==> config.mk <==
export PLATFORM = sky130hd
export DESIGN_NAME = swclk_sel
export DESIGN_NICKNAME = d
export VERILOG_FILES = /design/src/rtl/swclk_pkg.sv /design/src/rtl/swclk_cfg.sv /design/src/rtl/swclk_edge.sv /design/src/rtl/swclk_div.sv /design/src/rtl/swclk_phase.sv /design/src/rtl/swclk_sel.sv
export SDC_FILE = /design/constraint.sdc
export NUM_CORES = 1
export LEC_CHECK = 0
export ABC_AREA = 0
export CORE_UTILIZATION = 60
export DETAILED_ROUTE_END_ITERATION = 8
export PLACE_DENSITY = 0.82
export SLEW_MARGIN = 20
export SYNTH_ARGS = -nofsm -noshare
export SYNTH_HDL_FRONTEND = slang
export SYNTH_SLANG_ARGS = --single-unit
==> constraint.sdc <==
create_clock -name clk -period 3.9 [get_ports clk]
set_clock_uncertainty 0.1 [all_clocks]
set_input_delay 0.78 -clock clk [delete_from_list [all_inputs] [get_ports clk]]
set_output_delay 0.78 -clock clk [all_outputs]
set_load 0.01 [all_outputs]
==> src/rtl/swclk_pkg.sv <==
package swclk_pkg;

    typedef enum logic [1:0] {
        SRC_OSC    = 2'b00,
        SRC_DIV_LO = 2'b01,
        SRC_DIV_HI = 2'b10,
        SRC_BAD    = 2'b11
    } src_e;

    typedef struct packed {
        logic sel_hi;
        logic sel_lo;
        logic ac;
    } swcfg_t;

    function automatic src_e decode_src(swcfg_t c);
        return src_e'({c.sel_hi, c.sel_lo});
    endfunction

    function automatic logic src_is_div(src_e s);
        return (s == SRC_DIV_LO) || (s == SRC_DIV_HI);
    endfunction

endpackage

==> src/rtl/swclk_cfg.sv <==
module swclk_cfg
    import swclk_pkg::*;
(
    input  logic   clk,
    input  logic   rst,
    input  logic   wr,
    input  swcfg_t wr_data,
    input  logic   running,
    output swcfg_t cfg_q,
    output logic   cfg_chg
);
    always_ff @(posedge clk) begin
        if (rst) begin
            cfg_q   <= '0;
            cfg_chg <= 1'b0;
        end else begin
            cfg_chg <= 1'b0;
            if (wr && !running) begin
                cfg_q   <= wr_data;
                cfg_chg <= (wr_data != cfg_q);
            end
        end
    end

    // configuration is frozen whenever a converter runs
    assert_freeze_R6: assert property (@(posedge clk) disable iff (rst)
        running |=> $stable(cfg_q));

    // an accepted write is visible on the next clock
    assert_load_R7: assert property (@(posedge clk) disable iff (rst)
        (wr && !running) |=> (cfg_q == $past(wr_data)));
endmodule

==> src/rtl/swclk_edge.sv <==
module swclk_edge #(
    parameter int unsigned STAGES = 2
) (
    input  logic clk,
    input  logic rst,
    input  logic din,
    output logic rise
);
    logic [STAGES:0] sh_q;

    always_ff @(posedge clk) begin
        if (rst) sh_q <= '0;
        else     sh_q <= {sh_q[STAGES-1:0], din};
    end

    assign rise = sh_q[STAGES-1] & ~sh_q[STAGES];

    assert_rise_gap_R9: assert property (@(posedge clk) disable iff (rst)
        rise |=> !rise);
endmodule

==> src/rtl/swclk_div.sv <==
module swclk_div #(
    parameter int unsigned DIV_LO = 3,
    parameter int unsigned DIV_HI = 6,
    localparam int unsigned CNT_W = $clog2(DIV_HI)
) (
    input  logic clk,
    input  logic rst,
    input  logic clr,
    input  logic active,
    input  logic use_hi,
    input  logic edge_in,
    output logic tick
);
    logic [CNT_W-1:0] cnt_q;
    logic [CNT_W-1:0] last;

    assign last = use_hi ? CNT_W'(DIV_HI - 1) : CNT_W'(DIV_LO - 1);
    assign tick = active && edge_in && (cnt_q == last);

    always_ff @(posedge clk) begin
        if (rst || clr || !active) begin
            cnt_q <= '0;
        end else if (edge_in) begin
            if (cnt_q >= last) cnt_q <= '0;
            else               cnt_q <= cnt_q + 1'b1;
        end
    end

    // the count stays inside the chosen ratio
    assert_cnt_range_R3: assert property (@(posedge clk) disable iff (rst || clr)
        (active && !use_hi && !$past(clr) && $past(active) && !$past(use_hi))
        |-> (cnt_q < CNT_W'(DIV_LO)));
    assert_cnt_range_R4: assert property (@(posedge clk) disable iff (rst)
        (active && use_hi) |-> (cnt_q < CNT_W'(DIV_HI)));
endmodule

==> src/rtl/swclk_phase.sv <==
module swclk_phase #(
    parameter int unsigned PER_W = 8
) (
    input  logic clk,
    input  logic rst,
    input  logic tick,
    output logic en_ph0,
    output logic en_ph1
);
    localparam logic [PER_W-1:0] SAT = {PER_W{1'b1}};

    logic [PER_W-1:0] since_q;
    logic [PER_W-1:0] period_q;
    logic [PER_W-1:0] half;
    logic             hit_half;

    assign half     = period_q >> 1;
    assign hit_half = !tick && (half != '0) && (since_q == half - 1'b1);

    always_ff @(posedge clk) begin
        if (rst) begin
            since_q  <= '0;
            period_q <= '0;
            en_ph0   <= 1'b0;
            en_ph1   <= 1'b0;
        end else begin
            en_ph0 <= tick;
            en_ph1 <= hit_half;
            if (tick) begin
                since_q  <= '0;
                period_q <= (since_q == SAT) ? SAT : since_q + 1'b1;
            end else if (since_q != SAT) begin
                since_q <= since_q + 1'b1;
            end
        end
    end

    assert_no_overlap_R9: assert property (@(posedge clk) disable iff (rst)
        !(en_ph0 && en_ph1));
    assert_ph1_single_R9: assert property (@(posedge clk) disable iff (rst)
        en_ph1 |=> !en_ph1);
    assert_ph1_period_R8: assert property (@(posedge clk) disable iff (rst)
        en_ph1 |-> (period_q >= PER_W'(2)));
endmodule

==> src/rtl/swclk_sel.sv <==
module swclk_sel
    import swclk_pkg::*;
#(
    parameter int unsigned SYNC_STAGES = 2,
    parameter int unsigned DIV_LO      = 3,
    parameter int unsigned DIV_HI      = 6,
    parameter int unsigned PER_W       = 8
) (
    input  logic clk,
    input  logic rst,
    input  logic sync_in,
    input  logic osc_in,
    input  logic cfg_wr,
    input  logic cfg_sel_lo,
    input  logic cfg_sel_hi,
    input  logic cfg_ac,
    input  logic reg_running,
    output logic clk_en_ph0,
    output logic clk_en_ph1,
    output logic cfg_invalid,
    output logic path_ac
);
    localparam int unsigned N_SRC   = 2;
    localparam int unsigned IDX_SYN = 0;
    localparam int unsigned IDX_OSC = 1;

    swcfg_t           wr_data;
    swcfg_t           cfg_q;
    logic             cfg_chg;
    src_e             src;
    logic [N_SRC-1:0] raw;
    logic [N_SRC-1:0] rise;
    logic             div_tick;
    logic             tick;

    assign wr_data = '{sel_hi: cfg_sel_hi, sel_lo: cfg_sel_lo, ac: cfg_ac};
    assign raw[IDX_SYN] = sync_in;
    assign raw[IDX_OSC] = osc_in;

    swclk_cfg u_cfg (
        .clk     (clk),
        .rst     (rst),
        .wr      (cfg_wr),
        .wr_data (wr_data),
        .running (reg_running),
        .cfg_q   (cfg_q),
        .cfg_chg (cfg_chg)
    );

    for (genvar g = 0; g < N_SRC; g++) begin : g_edge
        swclk_edge #(.STAGES(SYNC_STAGES)) u_edge (
            .clk  (clk),
            .rst  (rst),
            .din  (raw[g]),
            .rise (rise[g])
        );
    end

    assign src = decode_src(cfg_q);

    swclk_div #(.DIV_LO(DIV_LO), .DIV_HI(DIV_HI)) u_div (
        .clk     (clk),
        .rst     (rst),
        .clr     (cfg_chg),
        .active  (src_is_div(src)),
        .use_hi  (src == SRC_DIV_HI),
        .edge_in (rise[IDX_SYN]),
        .tick    (div_tick)
    );

    always_comb begin
        unique case (src)
            SRC_DIV_LO, SRC_DIV_HI: tick = div_tick;
            default:                tick = rise[IDX_OSC];
        endcase
    end

    swclk_phase #(.PER_W(PER_W)) u_phase (
        .clk    (clk),
        .rst    (rst),
        .tick   (tick),
        .en_ph0 (clk_en_ph0),
        .en_ph1 (clk_en_ph1)
    );

    assign cfg_invalid = (src == SRC_BAD);
    assign path_ac     = cfg_q.ac;

    // the invalid setting never lets the divider drive the tick
    assert_fallback_R5: assert property (@(posedge clk) disable iff (rst)
        (cfg_invalid && div_tick) |-> 1'b0);
    // in oscillator mode every tick stems from an oscillator edge
    assert_osc_tick_R2: assert property (@(posedge clk) disable iff (rst)
        (src == SRC_OSC && tick) |-> rise[IDX_OSC]);
    // no enable in the cycle right after reset
    assert_reset_R1: assert property (@(posedge clk)
        $past(rst) |-> (!clk_en_ph0 && !clk_en_ph1));
endmodule

==> run_results.csv, run 1 <==
group,metric,value,unit
timing,timing.fmax,429,MHz
final_layout,drive_gt1_frac,0.0663,
clocking,cts_resized,0,
route,viasPerCell,5.82,
floorplanning,core,2320,um^2
logic_synthesis,ys_ff_latch,30,
timing,tightest_slew,0.691,ns
critical_path,cp.required,4.01,ns
logic_synthesis,ys_seq_area_frac,0.391,
clocking,clk_latency,0.33,ns
status,outcome,"finished, final reports clean",
grt,grtUsageMet1,0.323,
pwr,clkPwrFrac,0.333,
clocking,hold_buffers,0,
grt,grtUsageMet3,0.0696,
clocking,clk_pin_slew,0.10,ns
critical_path,path_max_fanout,6,
route,detail-route-antenna-nets,0,
route,wl_per_cell,14.2,um
pwr,totalPowerFinal,571,uW
pwr,p_comb_frac,0.102,
floorplanning,io_pins,13,
critical_path,worstSetupPathType,"reg2reg",
placed_design,placed_area,1650,um^2
route,drcViolationCount,0,
pwr,power.share.switching,0.245,
grt,top_usage_layer,"met2",
timing,fin_crit,2.33,ns
placed_design,port_buffers,12,
clocking,htree_levels,2,
pwr,switchingPower,140,uW
logic_synthesis,synth_area_per_cell,9.15,um^2
timing,timing.hold.ws,0.346,ns
floorplanning,row_count,17,
final_layout,final_common_cell,"dfxtp_1",
grt,grt_usage,0.259,
placed_design,place.gp.congestion,0.871,
route,vias,1216,
final_layout,syn_to_final_growth,11.4,%
logic_synthesis,synthCells,168,
timing,slew_headroom,0.539,
critical_path,path_common_cell,"ha_1",
floorplanning,dieArea,2770,um^2
pwr,p_seq_frac,0.565,
grt,grt_antenna_before_repair,0,
floorplanning,start_util,0.663,
placed_design,dp.final_hpwl,2250,um
critical_path,crit_path_top_delay_cell,"dfxtp_1",
clocking,post_cts_buffers,0,
pwr,power_density,333,nW/um^2
clocking,cts_buffers,5,
timing,grt_setup_unrepaired,"no",
clocking,cts.path.max_buffers,2,
final_layout,nets,198,
hold_path,hold_class,"reg2reg",
critical_path,end_kind,"flip-flop",
logic_synthesis,ys_warn_count,0,
logic_synthesis,synth-edff-count,0,
grt,met2_usage,0.401,
logic_synthesis,syn-num-nets,186,
final_layout,antenna_cells,0,
timing,setup_tns,0,ns
logic_synthesis,synthDistinctLibCells,42,
critical_path,path_cells,"inv_1 > ha_1 > ha_1 > and4b_4 > a211oi_4 > o2111ai_1 > a2111oi_1",
clocking,cts_tree,"done",
critical_path,cp_slowest_stage_delay,0.38,ns
placed_design,dp_slack,1.31,ns
floorplanning,die_h,52.6,um
route,firstDrtPassIters,4,
logic_synthesis,synth_area,1540,um^2
timing,hold_viol_final,0,
grt,grt_pass1_vias,1125,
timing,fin_ws,1.57,ns
grt,grt_max_degree,15,
clocking,clock_sinks,30,
flow_run,drv_cap,0,
final_layout,fin_util,0.739,
final_layout,layoutNonFillerInstCount,209,
pwr,p_int,431,uW
clocking,cts_root_buffer,"clkbuf_4",
critical_path,cp.buffers_inverters,1,
final_layout,final_cell_mix,"30 x dfxtp_1, 21 x nor2_1, 12 x clkdlybuf4s50_1",
critical_path,cp_top_family,"compound AO/OA/AOI/OAI gates",
placed_design,placed_cells,201,
critical_path,cp-start-kind,"flip-flop",
final_layout,fillers,179,
route,wl,2960,um
logic_synthesis,ys_async_sr_fraction,0,
timing,post-route-period-util,0.598,
timing,slew_violations,0,
critical_path,worstPathArrival,2.44,ns
pwr,irDropWorstVdd,0.252,mV
logic_synthesis,synth-main-ff-cell,"dfxtp_1",
timing,setup_viol,0,
pwr,p_leak,0.695,nW
final_layout,design_area,1710,um^2
grt,grt_overflow,0,
route,drtIter0Drc,35,
grt,grt_pass1_wl,4960,um
floorplanning,die_w,52.6,um
[logic make-up after synthesis]
logic type      after synthesis  synth area share
xor+xnor                     14            0.0797
simple gates                 65             0.235
flops                        30             0.391
buf+inv                      13            0.0407
fa+ha+maj                     9            0.0732
mux                           5            0.0325
compound gates               32             0.148
[flip-flops by register name (all words and copies together), names as in the netlist]
signal / flops
u_cfg.cfg_q: 3
u_phase.since_q: 8
g_edge.u_edge.sh_q: 6
u_phase.en_ph0: 1
u_phase.en_ph1: 1
u_cfg.cfg_chg: 1
u_div.cnt_q: 3
u_phase.period_q: 7
[final cells by class]
cell class | count | area, um^2 | share of cell area
multi-input combinational | 125 | 875 | 0.511
sequential | 30 | 601 | 0.351
timing repair buffer | 12 | 120 | 0.0701
clock buffer | 7 | 55.1 | 0.0321
tap | 28 | 35.0 | 0.0205
inverter | 6 | 22.5 | 0.0131
clock inverter | 1 | 5.00 | 0.00292
[final timing paths]
| kind | cells after the start | end | slack [ns] | startpoint |
|---|---|---|---|---|
| min | 1 | g_edge[1].u_edge.sh_q[1] | 0.35 | g_edge[1].u_edge.sh_q[0] |
| max | 7 | u_phase.en_ph1 | 1.57 | u_cfg.cfg_q[1] |
| min reg2reg | 1 | g_edge[1].u_edge.sh_q[1] | 0.35 | g_edge[1].u_edge.sh_q[0] |
| max reg2reg | 7 | u_phase.en_ph1 | 1.57 | u_cfg.cfg_q[1] |
[synthesized netlist by cell type, types with 2 or more instances]
cell	instances	area, um^2
dfxtp_1	30	601
nor2_1	21	78.8
ha_1	9	113
nor2b_1	9	56.3
xor2_1	9	78.8
nand2_1	8	30.0
o21ai_0	7	35.0
inv_1	6	22.5
buf_2	5	25.0
mux2i_1	5	50.1
xnor2_1	5	43.8
a21o_1	4	30.0
nand3_1	4	20.0
nor3_1	4	20.0
a211oi_1	3	22.5
a21oi_1	3	15.0
o22ai_1	3	18.8
o31ai_1	3	22.5
a21boi_0	2	15.0
a31oi_1	2	12.5
and3_1	2	12.5
nand2b_1	2	12.5
nand3b_1	2	15.0
nand4_1	2	12.5
[power by group through the flow]
stage | logic, mW | clock network, mW | registers [mW]
after floorplan | 0.0404 | 0 | 0.327
after global placement | 0.0548 | 0 | 0.329
after detailed placement | 0.0576 | 0 | 0.330
after CTS | 0.0579 | 0.195 | 0.322
after global routing | 0.0646 | 0.207 | 0.324
final | 0.0581 | 0.190 | 0.322
[per-layer routing]
metal	vias up	share of wire	wire length [um]
met5	-	0	0
met4	0	0.014	40
met1	558	0.47	1400
met2	36	0.47	1380
met3	6	0.047	139
li1	616	-	-
No activity file was read; power rests on OpenSTA's default activity.
==> run 2: changes to the inputs <==
Settings changed: CORE_UTILIZATION 60 to 56, PLACE_DENSITY 0.82 to 0.77.
Clock period 3.9 ns to 2.3 ns, I/O delays scaled along.
==> run 2 against run 1 <==
Compared with the run above: total power is 63% higher; final cell count is 1.9% higher; critical endpoint is now u_phase.period_q[2]; sequential share of layout area is 0.25 points lower.
==> run_results.csv, run 2 (same netlist as run 1, synthesis figures left out) <==
group,metric,value,unit
critical_path,worstSetupPathType,"reg2reg",
route,wl,2890,um
critical_path,path_max_fanout,10,
pwr,clkPwrFrac,0.300,
route,drtIter0Drc,25,
clocking,cts_root_buffer,"clkbuf_4",
pwr,p_comb_frac,0.111,
route,viasPerCell,5.84,
clocking,cts.path.max_buffers,2,
timing,setup_viol,0,
final_layout,design_area,1730,um^2
final_layout,fillers,209,
floorplanning,io_pins,13,
pwr,switchingPower,233,uW
status,outcome,"finished, final reports clean",
pwr,p_int,696,uW
route,vias,1243,
placed_design,placed_area,1680,um^2
floorplanning,core,2540,um^2
critical_path,path_cells,"inv_1 > ha_1 > ha_1 > and4b_4 > a21o_1 > or2_2 > o22ai_1",
floorplanning,dieArea,2960,um^2
route,wl_per_cell,13.5,um
final_layout,final_common_cell,"dfxtp_1",
final_layout,seq_area,601,um^2
clocking,cts_buffers,5,
floorplanning,die_w,54.4,um
route,detail-route-antenna-nets,0,
timing,setup_tns,0,ns
grt,grt_antenna_before_repair,0,
final_layout,regMostFlops,"u_phase.since_q",
clocking,cts_resized,0,
clocking,clk_latency,0.32,ns
final_layout,multi_input_area,875,um^2
clocking,hold_buffers,0,
placed_design,placed_cells,206,
final_layout,final_cell_mix,"30 x dfxtp_1, 21 x nor2_1, 12 x clkdlybuf4s50_1",
grt,grt_usage,0.229,
clocking,htree_levels,2,
timing,slew_violations,0,
clocking,clock_sinks,30,
final_layout,nets,201,
grt,grt_overflow,0,
pwr,p_leak,0.706,nW
critical_path,worstPathArrival,2.29,ns
critical_path,cp-start-kind,"flip-flop",
timing,hold_viol_final,0,
final_layout,largest_reg_flops,8,
final_layout,syn_to_final_growth,12.2,%
pwr,power.share.switching,0.251,
grt,grt_pass1_vias,1021,
placed_design,dp_slack,0.176,ns
clocking,cts_tree,"done",
critical_path,cp_top_family,"simple AND/OR/NAND/NOR gates",
placed_design,place.gp.congestion,0.822,
final_layout,reg_top3,"u_phase.since_q: 8 flops, u_phase.period_q: 7 flops, g_edge.u_edge.sh_q: 6 flops",
final_layout,drive_gt1_frac,0.0820,
timing,post-route-period-util,0.931,
timing,slew_headroom,0.724,
floorplanning,row_count,18,
flow_run,drv_cap,0,
grt,grt_max_degree,13,
floorplanning,die_h,54.4,um
critical_path,end_kind,"flip-flop",
placed_design,dp.final_hpwl,2240,um
final_layout,antenna_cells,0,
pwr,power_density,539,nW/um^2
timing,fin_ws,0.158,ns
floorplanning,start_util,0.604,
hold_path,hold_class,"reg2reg",
critical_path,cp_slowest_stage_delay,0.38,ns
clocking,clk_pin_slew,0.10,ns
timing,grt_setup_unrepaired,"no",
critical_path,cp.required,2.45,ns
grt,grt_pass1_wl,4560,um
pwr,p_seq_frac,0.588,
critical_path,crit_path_top_delay_cell,"dfxtp_1",
route,drcViolationCount,0,
placed_design,port_buffers,12,
clocking,post_cts_buffers,0,
pwr,irDropWorstVdd,0.486,mV
critical_path,path_common_cell,"ha_1",
timing,fin_crit,2.14,ns
timing,tightest_slew,0.403,ns
route,firstDrtPassIters,4,
timing,timing.hold.ws,0.347,ns
critical_path,cp.buffers_inverters,1,
final_layout,layoutNonFillerInstCount,213,
timing,timing.fmax,467,MHz
run 2: cell types whose count changed in the layout (fill, tap and decap cells not counted), sizes merged:
cell    change
buf         +3
clkinv      +1
clkbuf      -2
run 2: per-layer routing:
| layer | vias up | routed length (um) | global-route usage |
|---|---|---|---|
| met3 | 4 | 149 | 0.0750 |
| met4 | 0 | 27 | 0.0897 |
| met5 | - | 0 | 0 |
| met2 | 35 | 1400 | 0.362 |
| li1 | 618 | - | - |
| met1 | 586 | 1310 | 0.286 |
run 2: worst paths after layout:
path / startpoint / end / slack [ns] / cells after the start
worst max-delay path: u_cfg.cfg_q[1] / u_phase.period_q[2] / 0.16 / 7
worst min register to register: g_edge[1].u_edge.sh_q[0] / g_edge[1].u_edge.sh_q[1] / 0.35 / 1
worst min-delay path: g_edge[1].u_edge.sh_q[0] / g_edge[1].u_edge.sh_q[1] / 0.35 / 1
worst max register to register: u_cfg.cfg_q[1] / u_phase.period_q[2] / 0.16 / 7
run 2: power by group through the flow:
stage | registers, mW | clock network (mW) | logic [mW]
2_1_floorplan | 0.555 | 0 | 0.0685
3_3_place_gp | 0.558 | 0 | 0.0982
3_5_place_dp | 0.559 | 0 | 0.104
4_1_cts | 0.547 | 0.291 | 0.104
5_1_grt | 0.549 | 0.313 | 0.115
6_report | 0.547 | 0.279 | 0.103
run 2: final cells by class:
type                    count  area share
multi-input cells         125       0.507
flip-flops and latches     30       0.348
repair buffers             15      0.0827
clock buffers               5      0.0218
well taps                  30      0.0218
inverters                   6      0.0131
clock inverters             2     0.00580
run 2: stage by stage:
stage | utilization | total power, mW
global placement | 0.659 | 0.656
global route | 0.678 | 0.977
floorplan | - | 0.623
detailed placement | 0.659 | 0.662
finish | 0.678 | 0.929
CTS | 0.678 | 0.942
run 2: worst reg2reg max path, stage by stage (launching register included):
cell,delay [ns]
dfxtp_1,0.38
inv_1,0.07
ha_1,0.23
ha_1,0.30
and4b_4,0.23
a21o_1,0.19
or2_2,0.37
o22ai_1,0.18
